===== src/rtl/fjp_pkg.sv =====
package fjp_pkg;

  // effective storage sharing arrangement
  typedef enum logic [1:0] {
    MODE_SPLIT  = 2'd0,
    MODE_TXJOIN = 2'd1,
    MODE_RXJOIN = 2'd2
  } joinMode_t;

  // strobes from control to datapath
  typedef struct packed {
    logic flush;
    logic txWr;
    logic txRd;
    logic rxWr;
    logic rxRd;
  } fjpStrobe_t;

  // debug bit positions
  localparam int DBG_TX_STALL = 0;
  localparam int DBG_TX_OVER  = 1;
  localparam int DBG_RX_UNDER = 2;
  localparam int DBG_RX_STALL = 3;

endpackage


===== src/rtl/fjp_ring.sv =====
module fjp_ring #(
  parameter int PTR_W = 3,
  parameter int CNT_W = PTR_W + 1
) (
  input  logic             clk,
  input  logic             rstN,
  input  logic             flush,
  input  logic [CNT_W-1:0] cap,
  input  logic             push,
  input  logic             pop,
  output logic             pushOk,
  output logic             popOk,
  output logic [PTR_W-1:0] rdPtr,
  output logic [PTR_W-1:0] wrPtr,
  output logic [CNT_W-1:0] count,
  output logic             isFull,
  output logic             isEmpty
);

  function automatic logic [PTR_W-1:0] stepPtr(input logic [PTR_W-1:0] p,
                                               input logic [CNT_W-1:0] c);
    logic [CNT_W-1:0] inc;
    inc = CNT_W'(p) + CNT_W'(1);
    return (inc >= c) ? '0 : PTR_W'(inc);
  endfunction

  assign isEmpty = (count == '0);
  assign isFull  = (count == cap);
  assign pushOk  = push && !isFull && !flush;
  assign popOk   = pop && !isEmpty && !flush;

  always_ff @(posedge clk) begin
    if (!rstN || flush) begin
      rdPtr <= '0;
      wrPtr <= '0;
      count <= '0;
    end else begin
      if (pushOk) wrPtr <= stepPtr(wrPtr, cap);
      if (popOk)  rdPtr <= stepPtr(rdPtr, cap);
      count <= count + CNT_W'(pushOk) - CNT_W'(popOk);
    end
  end


  cnt_bound_chk: assert property (@(posedge clk) disable iff (!rstN)
    count <= cap);


  level_step_chk: assert property (@(posedge clk) disable iff (!rstN)
    (pushOk && !popOk) |=> (count == $past(count) + CNT_W'(1)));

endmodule


===== src/rtl/fjp_ctrl.sv =====
module fjp_ctrl
  import fjp_pkg::*;
#(
  parameter int BASE_DEPTH = 4,
  parameter int PTR_W      = $clog2(2 * BASE_DEPTH),
  parameter int CNT_W      = PTR_W + 1
) (
  input  logic             clk,
  input  logic             rstN,
  input  logic             joinTx,
  input  logic             joinRx,
  input  logic             hostTxPush,
  input  logic             hostRxPop,
  input  logic             engTxPop,
  input  logic             engRxPush,
  input  logic [3:0]       dbgClear,
  output fjpStrobe_t       strb,
  output logic [PTR_W-1:0] txWrIdx,
  output logic [PTR_W-1:0] txRdIdx,
  output logic [PTR_W-1:0] rxWrIdx,
  output logic [PTR_W-1:0] rxRdIdx,
  output logic             txEmpty,
  output logic             txFull,
  output logic             rxEmpty,
  output logic             rxFull,
  output logic [CNT_W-1:0] txCount,
  output logic [CNT_W-1:0] rxCount,
  output logic             engTxStall,
  output logic             engRxStall,
  output logic [3:0]       dbgFlags
);

  localparam logic [CNT_W-1:0] CAP_HALF = CNT_W'(BASE_DEPTH);
  localparam logic [CNT_W-1:0] CAP_FULL = CNT_W'(2 * BASE_DEPTH);
  localparam logic [PTR_W-1:0] UPPER    = PTR_W'(BASE_DEPTH);
  localparam int TX = 0;
  localparam int RX = 1;

  joinMode_t modeReq, modeQ;
  logic      flush;

  assign modeReq = joinTx ? MODE_TXJOIN : (joinRx ? MODE_RXJOIN : MODE_SPLIT);
  assign flush   = (modeReq != modeQ);

  always_ff @(posedge clk) begin
    if (!rstN) modeQ <= MODE_SPLIT;
    else       modeQ <= modeReq;
  end

  // per-direction ring arrays, index 0 transmit, 1 receive
  logic             ringPush   [2];
  logic             ringPop    [2];
  logic             ringPushOk [2];
  logic             ringPopOk  [2];
  logic             ringFull   [2];
  logic             ringEmpty  [2];
  logic [CNT_W-1:0] ringCap    [2];
  logic [CNT_W-1:0] ringCnt    [2];
  logic [PTR_W-1:0] ringBase   [2];
  logic [PTR_W-1:0] ringRd     [2];
  logic [PTR_W-1:0] ringWr     [2];

  always_comb begin
    unique case (modeQ)
      MODE_TXJOIN: begin
        ringCap[TX] = CAP_FULL; ringCap[RX] = '0;
        ringBase[TX] = '0;      ringBase[RX] = '0;
      end
      MODE_RXJOIN: begin
        ringCap[TX] = '0;       ringCap[RX] = CAP_FULL;
        ringBase[TX] = '0;      ringBase[RX] = '0;
      end
      default: begin
        ringCap[TX] = CAP_HALF; ringCap[RX] = CAP_HALF;
        ringBase[TX] = '0;      ringBase[RX] = UPPER;
      end
    endcase
  end

  assign ringPush[TX] = hostTxPush;
  assign ringPop[TX]  = engTxPop;
  assign ringPush[RX] = engRxPush;
  assign ringPop[RX]  = hostRxPop;

  for (genvar g = 0; g < 2; g++) begin : gRing
    fjp_ring #(.PTR_W(PTR_W), .CNT_W(CNT_W)) uRing (
      .clk    (clk),
      .rstN   (rstN),
      .flush  (flush),
      .cap    (ringCap[g]),
      .push   (ringPush[g]),
      .pop    (ringPop[g]),
      .pushOk (ringPushOk[g]),
      .popOk  (ringPopOk[g]),
      .rdPtr  (ringRd[g]),
      .wrPtr  (ringWr[g]),
      .count  (ringCnt[g]),
      .isFull (ringFull[g]),
      .isEmpty(ringEmpty[g])
    );
  end

  assign strb.flush = flush;
  assign strb.txWr  = ringPushOk[TX];
  assign strb.txRd  = ringPopOk[TX];
  assign strb.rxWr  = ringPushOk[RX];
  assign strb.rxRd  = ringPopOk[RX];

  assign txWrIdx = ringBase[TX] + ringWr[TX];
  assign txRdIdx = ringBase[TX] + ringRd[TX];
  assign rxWrIdx = ringBase[RX] + ringWr[RX];
  assign rxRdIdx = ringBase[RX] + ringRd[RX];

  assign txEmpty = ringEmpty[TX];
  assign txFull  = ringFull[TX];
  assign rxEmpty = ringEmpty[RX];
  assign rxFull  = ringFull[RX];
  assign txCount = ringCnt[TX];
  assign rxCount = ringCnt[RX];

  assign engTxStall = engTxPop && ringEmpty[TX];
  assign engRxStall = engRxPush && ringFull[RX];

  logic [3:0] dbgSet;
  always_comb begin
    dbgSet = '0;
    dbgSet[DBG_TX_STALL] = engTxStall;
    dbgSet[DBG_TX_OVER]  = hostTxPush && ringFull[TX];
    dbgSet[DBG_RX_UNDER] = hostRxPop && ringEmpty[RX];
    dbgSet[DBG_RX_STALL] = engRxStall;
  end

  always_ff @(posedge clk) begin
    if (!rstN) dbgFlags <= '0;
    else       dbgFlags <= (dbgFlags & ~dbgClear) | dbgSet;
  end


  sticky_hold_chk: assert property (@(posedge clk) disable iff (!rstN)
    1'b1 |=> ((dbgFlags & $past(dbgFlags & ~dbgClear)) == $past(dbgFlags & ~dbgClear)));


  flush_empty_chk: assert property (@(posedge clk) disable iff (!rstN)
    flush |=> (txEmpty && rxEmpty));


  tx_stall_chk: assert property (@(posedge clk) disable iff (!rstN)
    engTxStall |-> !strb.txRd);


  rx_stall_chk: assert property (@(posedge clk) disable iff (!rstN)
    engRxStall |-> !strb.rxWr);

endmodule


===== src/rtl/fjp_store.sv =====
module fjp_store
  import fjp_pkg::*;
#(
  parameter int DATA_W     = 32,
  parameter int BASE_DEPTH = 4,
  parameter int PTR_W      = $clog2(2 * BASE_DEPTH)
) (
  input  logic              clk,
  input  logic              rstN,
  input  fjpStrobe_t        strb,
  input  logic [PTR_W-1:0]  txWrIdx,
  input  logic [PTR_W-1:0]  txRdIdx,
  input  logic [PTR_W-1:0]  rxWrIdx,
  input  logic [PTR_W-1:0]  rxRdIdx,
  input  logic [DATA_W-1:0] hostTxData,
  input  logic [DATA_W-1:0] engRxData,
  output logic [DATA_W-1:0] engTxData,
  output logic [DATA_W-1:0] hostRxData
);

  localparam int PHYS_DEPTH = 2 * BASE_DEPTH;

  logic [DATA_W-1:0] mem [PHYS_DEPTH];

  always_ff @(posedge clk) begin
    if (strb.txWr) mem[txWrIdx] <= hostTxData;
    if (strb.rxWr) mem[rxWrIdx] <= engRxData;
  end

  assign engTxData  = strb.txRd ? mem[txRdIdx] : '0;
  assign hostRxData = strb.rxRd ? mem[rxRdIdx] : '0;


  distinct_wr_chk: assert property (@(posedge clk) disable iff (!rstN)
    (strb.txWr && strb.rxWr) |-> (txWrIdx != rxWrIdx));


  flush_quiet_chk: assert property (@(posedge clk) disable iff (!rstN)
    strb.flush |-> !(strb.txWr || strb.rxWr || strb.txRd || strb.rxRd));

endmodule


===== src/rtl/fifo_join_pair.sv =====
module fifo_join_pair
  import fjp_pkg::*;
#(
  parameter int DATA_W     = 32,
  parameter int BASE_DEPTH = 4,
  parameter int LVL_W      = 4
) (
  input  logic              clk,
  input  logic              rstN,
  input  logic              joinTx,
  input  logic              joinRx,
  input  logic              hostTxPush,
  input  logic [DATA_W-1:0] hostTxData,
  input  logic              hostRxPop,
  output logic [DATA_W-1:0] hostRxData,
  input  logic              engTxPop,
  output logic [DATA_W-1:0] engTxData,
  output logic              engTxStall,
  input  logic              engRxPush,
  input  logic [DATA_W-1:0] engRxData,
  output logic              engRxStall,
  output logic              txEmpty,
  output logic              txFull,
  output logic              rxEmpty,
  output logic              rxFull,
  output logic [LVL_W-1:0]  txLevel,
  output logic [LVL_W-1:0]  rxLevel,
  output logic [3:0]        dbgFlags,
  input  logic [3:0]        dbgClear
);

  localparam int PTR_W = $clog2(2 * BASE_DEPTH);
  localparam int CNT_W = PTR_W + 1;

  fjpStrobe_t       strb;
  logic [PTR_W-1:0] txWrIdx, txRdIdx, rxWrIdx, rxRdIdx;
  logic [CNT_W-1:0] txCount, rxCount;

  fjp_ctrl #(.BASE_DEPTH(BASE_DEPTH), .PTR_W(PTR_W), .CNT_W(CNT_W)) uCtrl (
    .clk       (clk),
    .rstN      (rstN),
    .joinTx    (joinTx),
    .joinRx    (joinRx),
    .hostTxPush(hostTxPush),
    .hostRxPop (hostRxPop),
    .engTxPop  (engTxPop),
    .engRxPush (engRxPush),
    .dbgClear  (dbgClear),
    .strb      (strb),
    .txWrIdx   (txWrIdx),
    .txRdIdx   (txRdIdx),
    .rxWrIdx   (rxWrIdx),
    .rxRdIdx   (rxRdIdx),
    .txEmpty   (txEmpty),
    .txFull    (txFull),
    .rxEmpty   (rxEmpty),
    .rxFull    (rxFull),
    .txCount   (txCount),
    .rxCount   (rxCount),
    .engTxStall(engTxStall),
    .engRxStall(engRxStall),
    .dbgFlags  (dbgFlags)
  );

  fjp_store #(.DATA_W(DATA_W), .BASE_DEPTH(BASE_DEPTH), .PTR_W(PTR_W)) uStore (
    .clk       (clk),
    .rstN      (rstN),
    .strb      (strb),
    .txWrIdx   (txWrIdx),
    .txRdIdx   (txRdIdx),
    .rxWrIdx   (rxWrIdx),
    .rxRdIdx   (rxRdIdx),
    .hostTxData(hostTxData),
    .engRxData (engRxData),
    .engTxData (engTxData),
    .hostRxData(hostRxData)
  );

  assign txLevel = LVL_W'(txCount);
  assign rxLevel = LVL_W'(rxCount);

endmodule


===== config.mk =====
export PLATFORM = sky130hd
export DESIGN_NAME = fifo_join_pair
export DESIGN_NICKNAME = d
export VERILOG_FILES = /design/src/rtl/fjp_pkg.sv /design/src/rtl/fjp_ring.sv /design/src/rtl/fjp_ctrl.sv /design/src/rtl/fjp_store.sv /design/src/rtl/fifo_join_pair.sv
export SDC_FILE = /design/constraint.sdc
export NUM_CORES = 1
export LEC_CHECK = 0
export BUFFER_PORTS_ARGS = -buffer_cell sky130_fd_sc_hd__buf_2
export CORE_ASPECT_RATIO = 0.9
export CORE_MARGIN = 2
export CORE_UTILIZATION = 58
export DETAILED_ROUTE_END_ITERATION = 7
export GPL_TIMING_DRIVEN = 0
export HOLD_SLACK_MARGIN = 0.12
export PLACE_DENSITY = 0.87
export SLEW_MARGIN = 20
export SYNTH_ARGS = -nofsm -noshare
export SYNTH_HDL_FRONTEND = slang
export SYNTH_SLANG_ARGS = --single-unit

===== constraint.sdc =====
create_clock -name clk -period 7.45 [get_ports clk]
set_clock_uncertainty 0.05 [all_clocks]
set_input_delay 0.3725 -clock clk [delete_from_list [all_inputs] [get_ports clk]]
set_output_delay 0.3725 -clock clk [all_outputs]
set_load 0.01 [all_outputs]

==> results of run 1 <==
[power by group through the flow]
stage	Sequential, mW	Clock, mW	Combinational (mW)
3_3_place_gp	1.81	0	0.290
6_report	1.78	1.55	0.321
3_5_place_dp	1.81	0	0.307
4_1_cts	1.78	1.55	0.315
2_1_floorplan	1.81	0	0.195
5_1_grt	1.78	1.61	0.343
[critical path, cell delays in order, from the launching register on]
cell	delay, ns
dfxtp_1	0.41
inv_1	0.07
ha_1	0.41
buf_6	0.20
xnor2_1	0.58
clkbuf_1	0.59
nand2_1	0.12
a21oi_1	0.33
buf_2	0.20
[how the worst max path moves through the flow]
| stage | from | to | slack, ns | depth (start not counted) |
|---|---|---|---|---|
| 2_1_floorplan | uCtrl.modeQ[0] | uStore.mem[2][0] | 2.02 | 7 |
| 3_3_place_gp | uCtrl.modeQ[0] | uStore.mem[2][7] | -1.54 | 7 |
| 3_5_place_dp | uCtrl.modeQ[0] | uStore.mem[2][6] | 3.46 | 11 |
| 4_1_cts | uCtrl.modeQ[0] | uStore.mem[2][6] | 3.45 | 11 |
| 5_1_grt | uCtrl.modeQ[0] | hostRxData[0] | 3.40 | 8 |
| 6_report | uCtrl.modeQ[0] | hostRxData[0] | 3.56 | 8 |
[stage by stage]
step / setup WS [ns] / hold slack, ns
floorplan: 2.02 / 0.426
global placement: -1.54 / 0.453
detailed placement: 3.46 / 0.470
CTS: 3.45 / 0.144
global route: 3.40 / 0.163
finish: 3.56 / 0.154
[cell type report]
class                      count  area (sq um)
tap                          396           495
multi-input combinational    709          8420
inverter                      32           128
antenna                        8          20.0
buffer                        84           561
timing repair buffer         182          1120
clock inverter                23           224
sequential                   285          8270
fill                        1950          9060
clock buffer                  35           791
[layout by cell type, fill, tap and decap left out, types with 5 or more instances in the layout]
cell type / instances
edfxtp_1: 256
buf_2: 184
mux2_2: 140
mux4_2: 128
mux2_4: 116
nand2_1: 76
a21oi_1: 43
nor2_1: 41
clkbuf_1: 39
mux2i_1: 32
inv_1: 31
clkbuf_16: 31
dfxtp_1: 29
ha_1: 24
buf_6: 10
buf_12: 10
dlygate4sd3_1: 10
nand4_1: 9
diode_2: 8
xor2_1: 8
xnor2_1: 8
clkinv_1: 7
clkinv_2: 7
nand3_1: 6
nor2b_1: 6
buf_1: 6
and3_1: 5
buf_16: 5
[layer usage]
layer	vias to the layer above	wire length, um	GRT usage [%]
li1	4849	-	-
met1	5797	17400	39.9
met2	752	23100	49.2
met3	121	4840	5.95
met4	0	1580	11.5
met5	-	0	0
[cells by family (layout without fill, tap and decap cells)]
group                    Yosys count  after routing  synth area share (%)
adder cells (fa/ha/maj)           26             26                  1.97
other                              0              8                     0
AO/OA/AOI/OAI                     81             81                  2.90
XOR/XNOR                          17             17                 0.905
buffers and inverters            116            356                  3.98
flip-flops                       285            285                  47.8
multiplexers                     416            416                  37.7
AND/OR/NAND/NOR                  169            169                  4.70
[registers in the layout, indices dropped and copies added, names as in the netlist, named ones only]
register,cells
uCtrl.dbgFlags,4
uCtrl.gRing.uRing.count,8
uCtrl.gRing.uRing.rdPtr,6
uCtrl.gRing.uRing.wrPtr,6
uCtrl.modeQ,2
uStore.mem,256
==> flow_metrics.py, run 1 <==
metrics = {
    "yosys": {
        "synthArstFlopShare_pct": 0,
        "synth_edf_count": 256,
        "syn-cell-area_sq_um": 17300,
        "syn_avg_cell_area_sq_um": 15.6,
        "syn_nets": 1212,
        "yosys_warnings": 0,
        "synth_flop_cell": "edfxtp_1",
        "synth_area_leaders": "edfxtp_1 (44%), mux4_2 (17%), mux2_4 (10%)",
        "seq_area_frac_synth_pct": 47.8,
        "yosys.area.top_type": "edfxtp_1",
        "yosysMostFrequentCell": "edfxtp_1",
        "ys_types": 53,
        "synth_seq_cells": 285,
        "synth_top_area_share_pct": 44.5,
        "syn-instance-count": 1110,
        "synth_commonest_cells": "edfxtp_1 (256), mux2_2 (140), mux4_2 (128)",
    },
    "power": {
        "p_leak_nw": 7.46,
        "power_density_nw_per_um2": 182,
        "p_total_mw": 3.65,
        "seq_power_share_pct": 48.7,
        "swShare_pct": 22.6,
        "p_clk_share_pct": 42.6,
        "p_switching_mw": 0.825,
        "vdd_drop_max_mv": 0.181,
        "intPower_mw": 2.82,
        "power_frac_comb_pct": 8.8,
    },
    "detailed_routing": {
        "drc_errors": 0,
        "vias": 11500,
        "drtIter0Drc": 1288,
        "avgViaCountPerCell": 6.57,
        "drtPass1Iterations": 5,
        "route.detailed.wl_per_inst_um": 26.7,
        "routed_wl_um": 46900,
        "drtAntennaViolNets": 0,
    },
    "floorplan": {
        "core_sq_um": 29100,
        "ios": 158,
        "die_w_um": 186,
        "die_area_sq_um": 31200,
        "die_h_um": 168,
        "start_util_pct": 59.4,
        "row_count": 59,
    },
    "sta": {
        "setup_violations": 0,
        "period_minus_slack_ns": 3.89,
        "relSlewSlack_pct": 27.7,
        "finalHoldViolCount": 0,
        "fmaxAchievable_mhz": 257,
        "worstMarginPinSlew_ns": 1.08,
        "slew_violations": 0,
        "rsz0062_at_grt": "false",
        "fin_tns_setup_ns": 0,
        "finalCritPeriodShare_pct": 52.2,
    },
    "setup_path": {
        "reg2reg_from": "uCtrl.modeQ[0]",
        "cp.required_ns": 7.03,
        "cp-end-kind": "output pin",
        "worstPathMaxFanout": 10,
        "arrival_ns": 3.47,
        "critPathKind": "flop to output pin",
        "r2r-end": "uStore.mem[2][6]",
        "rrSetupSlack_ns": 3.59,
        "cp-start-kind": "flop",
        "r2r_cells": 13,
    },
    "cells_and_area": {
        "design_area_sq_um": 20000,
        "drive_above_1_share_pct": 49.8,
        "final_core_util_pct": 68.9,
        "syn2layout_area_growth_pct": 15.8,
        "stdcell_count": 1754,
        "nets": 1427,
    },
    "clock_network": {
        "cts_hold_buf": 10,
        "ctsResizeCount": 0,
        "clk_transition_reported_paths_ns": 0.06,
        "cts_sinks": 285,
        "htreeDepth": 1,
        "cts_tree": "yes",
        "cts_buffer_depth": 3,
        "cts_root_buf": "clkbuf_16",
        "cts_made_buffers": 31,
        "clock_latency_ns": 0.56,
        "post_cts_buffers": 0,
    },
    "min_path": {
        "whs_endpoint": "uCtrl.dbgFlags[1]",
        "hold_depth": 2,
        "hp-class": "input port to flop",
        "min-delay-start": "rstN",
    },
    "global_routing": {
        "grt_pass1_wl_um": 69500,
        "antenna_found_initial": 8,
        "grt_max_degree": 33,
        "gr-total-overflow": 0,
        "grt_use_total_pct": 30.0,
        "grt_pass1_vias": 11900,
    },
    "place": {
        "place_hpwl_um": 30900,
        "io_buffers": 156,
        "routabilityCongestion": 0.873,
        "dp.cells": 1678,
        "place_area_sq_um": 18900,
    },
    "job": {
        "drv_cap": 0,
    },
    "status": {
        "status": "complete, no violations",
    },
}
Note: power is estimated with default switching activity, not from simulation.
==> run 2: changes to the inputs <==
==> constraint.sdc (replaced) <==
create_clock -name clk -period 3.8 [get_ports clk]
set_clock_uncertainty 0.05 [all_clocks]
set_input_delay 0.19 -clock clk [delete_from_list [all_inputs] [get_ports clk]]
set_output_delay 0.19 -clock clk [all_outputs]
set_load 0.01 [all_outputs]
==> run 2 against run 1 <==
Against the previous run: sequential power grew 96%; critical path type unchanged; largest cell class unchanged; global-route usage up 0.94 points; via count grew 2.7%; utilization is 3.3 points higher; first-iteration DRC count is 2.4% higher; worst hold slack improved by 0.27 ns.
==> flow_metrics.py, run 2 (synthesis results as in run 1) <==
metrics = {
    "cells_and_area": {
        "drive_above_1_share_pct": 46.1,
        "largest_register": "uStore.mem",
        "n_fill_cell": 1846,
        "syn2layout_area_growth_pct": 21.4,
        "largest_reg_flops": 256,
        "nets": 1525,
        "final_common_cell": "edfxtp_1",
        "top_regs": "uStore.mem: 256 flops, uCtrl.gRing.uRing.count: 8 flops",
        "final_cell_mix": "edfxtp_1 (256), buf_2 (180), mux2_2 (140)",
        "stdcell_count": 1842,
    },
    "setup_path": {
        "rrSetupSlack_ns": 0.17,
        "crit_end": "hostRxData[1]",
        "arrival_ns": 3.47,
        "critPathKind": "flop to output pin",
        "max_stage_delay_ns": 0.79,
        "cp-start-kind": "flop",
        "startpoint": "uCtrl.gRing[1].uRing.rdPtr[1]",
        "worst_path_most_repeated_cell": "clkbuf_1",
        "cpMaxStageDelayCell": "clkbuf_1",
        "cp.required_ns": 3.56,
        "r2r_cells": 12,
        "worstPathCellList": "clkbuf_1, clkbuf_1, mux4_2, nand2_1, a21oi_1, buf_2",
        "worstPathMaxFanout": 10,
        "cp-end-kind": "output pin",
        "r2r-end": "uCtrl.gRing[0].uRing.count[2]",
        "reg2reg_from": "uCtrl.modeQ[1]",
    },
    "sta": {
        "finalHoldViolCount": 0,
        "fmaxAchievable_mhz": 269,
        "rsz0062_at_grt": "true",
        "setup_violations": 0,
        "period_minus_slack_ns": 3.71,
        "slew_violations": 0,
        "finalCritPeriodShare_pct": 97.7,
        "timing.final.ws_setup_ns": 0.0881,
        "worstMarginPinSlew_ns": 1.04,
        "relSlewSlack_pct": 30.9,
    },
    "global_routing": {
        "grt_max_degree": 33,
        "grt_pass1_wl_um": 71900,
        "grt_pass1_vias": 12500,
        "gr-total-overflow": 0,
        "grt_use_total_pct": 31.0,
        "antenna_found_initial": 2,
    },
    "power": {
        "vdd_drop_max_mv": 0.418,
        "p_leak_nw": 7.86,
        "p_total_mw": 7.15,
        "power_density_nw_per_um2": 341,
    },
    "detailed_routing": {
        "avgViaCountPerCell": 6.42,
        "drc_errors": 0,
        "drtPass1Iterations": 5,
        "vias": 11800,
        "drtAntennaViolNets": 0,
        "drtIter0Drc": 1319,
        "routed_wl_um": 47600,
        "route.detailed.wl_per_inst_um": 25.9,
    },
    "clock_network": {
        "cts_tree": "yes",
        "cts_sinks": 285,
        "cts_buffer_depth": 3,
        "htreeDepth": 1,
        "cts_root_buf": "clkbuf_16",
        "cts_made_buffers": 30,
        "clk_transition_reported_paths_ns": 0.06,
        "clock_latency_ns": 0.57,
    },
    "min_path": {
        "hp-class": "input port to flop",
    },
    "place": {
        "io_buffers": 156,
        "place_hpwl_um": 31200,
        "dp.cells": 1675,
        "routabilityCongestion": 0.827,
        "dp_slack_ns": -0.0809,
    },
    "floorplan": {
        "core_sq_um": 29100,
        "die_area_sq_um": 31200,
        "start_util_pct": 59.4,
        "row_count": 59,
        "ios": 158,
        "die_w_um": 186,
        "die_h_um": 168,
    },
    "status": {
        "status": "complete, no violations",
    },
    "job": {
        "drv_cap": 0,
    },
}
==> run 2: cell count changes in the layout (fill, tap and decap cells not counted), sizes merged <==
cell,change
buf,-3
clkbuf,+4
clkinv,-4
clkinvlp,-2
diode,-6
dlygate4sd3,+101
inv,-2
==> run 2: routing by layer <==
metal / track usage (%) / vias up / wire, um
li1: - / 5034 / -
met1: 40.8 / 6002 / 18200
met2: 52.1 / 673 / 23700
met3: 5.75 / 125 / 4240
met4: 10.4 / 0 / 1520
met5: 0 / - / 0
==> run 2: power breakdown <==
group	total, mW	switching (mW)	internal (mW)
clock network	2.95	1.24	1.71
logic	0.716	0.338	0.378
registers	3.48	0.0197	3.46
total	7.15	1.60	5.55
==> run 2: final cells by class <==
class	instances	area, sq um	share of cell area, %
plain buffers	84	566	2.70
inverters	32	128	0.608
diodes	2	5.00	0.0239
flip-flops and latches	285	8270	39.4
well taps	396	495	2.36
clock buffers	38	781	3.72
repair buffers	281	2130	10.2
multi-input cells	709	8430	40.2
clock inverters	15	183	0.871
==> run 2: worst min-delay path by stage <==
stage                           start           endpoint  cells past startpoint
final                     dbgClear[2]  uCtrl.dbgFlags[2]                      5
after global routing      dbgClear[2]  uCtrl.dbgFlags[2]                      5
after CTS                      joinTx     uCtrl.modeQ[0]                      3
after detailed placement   hostTxPush  uCtrl.dbgFlags[1]                      3
after global placement     hostTxPush  uCtrl.dbgFlags[1]                      3
after floorplan                joinTx     uCtrl.modeQ[0]                      1
==> run 2: through the flow <==
stage	hold slack, ns	area [sq um]	TNS (ns)	util, %
floorplan	0.262	17300	-81.18	-
global placement	0.413	18600	-508.81	63.9
detailed placement	0.417	18900	-3.29	64.9
CTS	0.391	21000	0	72.1
global route	0.449	21000	-0.0192	72.1
finish	0.421	21000	0	72.1
==> run 2: worst max-delay path: cells and delay by family (launching register included) <==
| family | cells | cell delay [ns] |
|---|---|---|
| AND/OR/NAND/NOR | 1 | 0.06 |
| multiplexers | 1 | 0.38 |
| flip-flops | 1 | 0.47 |
| buffers and inverters | 3 | 1.63 |
| AO/OA/AOI/OAI | 1 | 0.36 |
==> run 2: what timing repair did <==
item / 4_1_cts / 5_1_grt
resized for setup: 2 / 6
pin swaps: 0 / 1
endpoints found under the setup margin: 49 / 21
setup buffers: 0 / 1
endpoints found under the hold margin: 279 / 0
hold buffers: 111 / 0
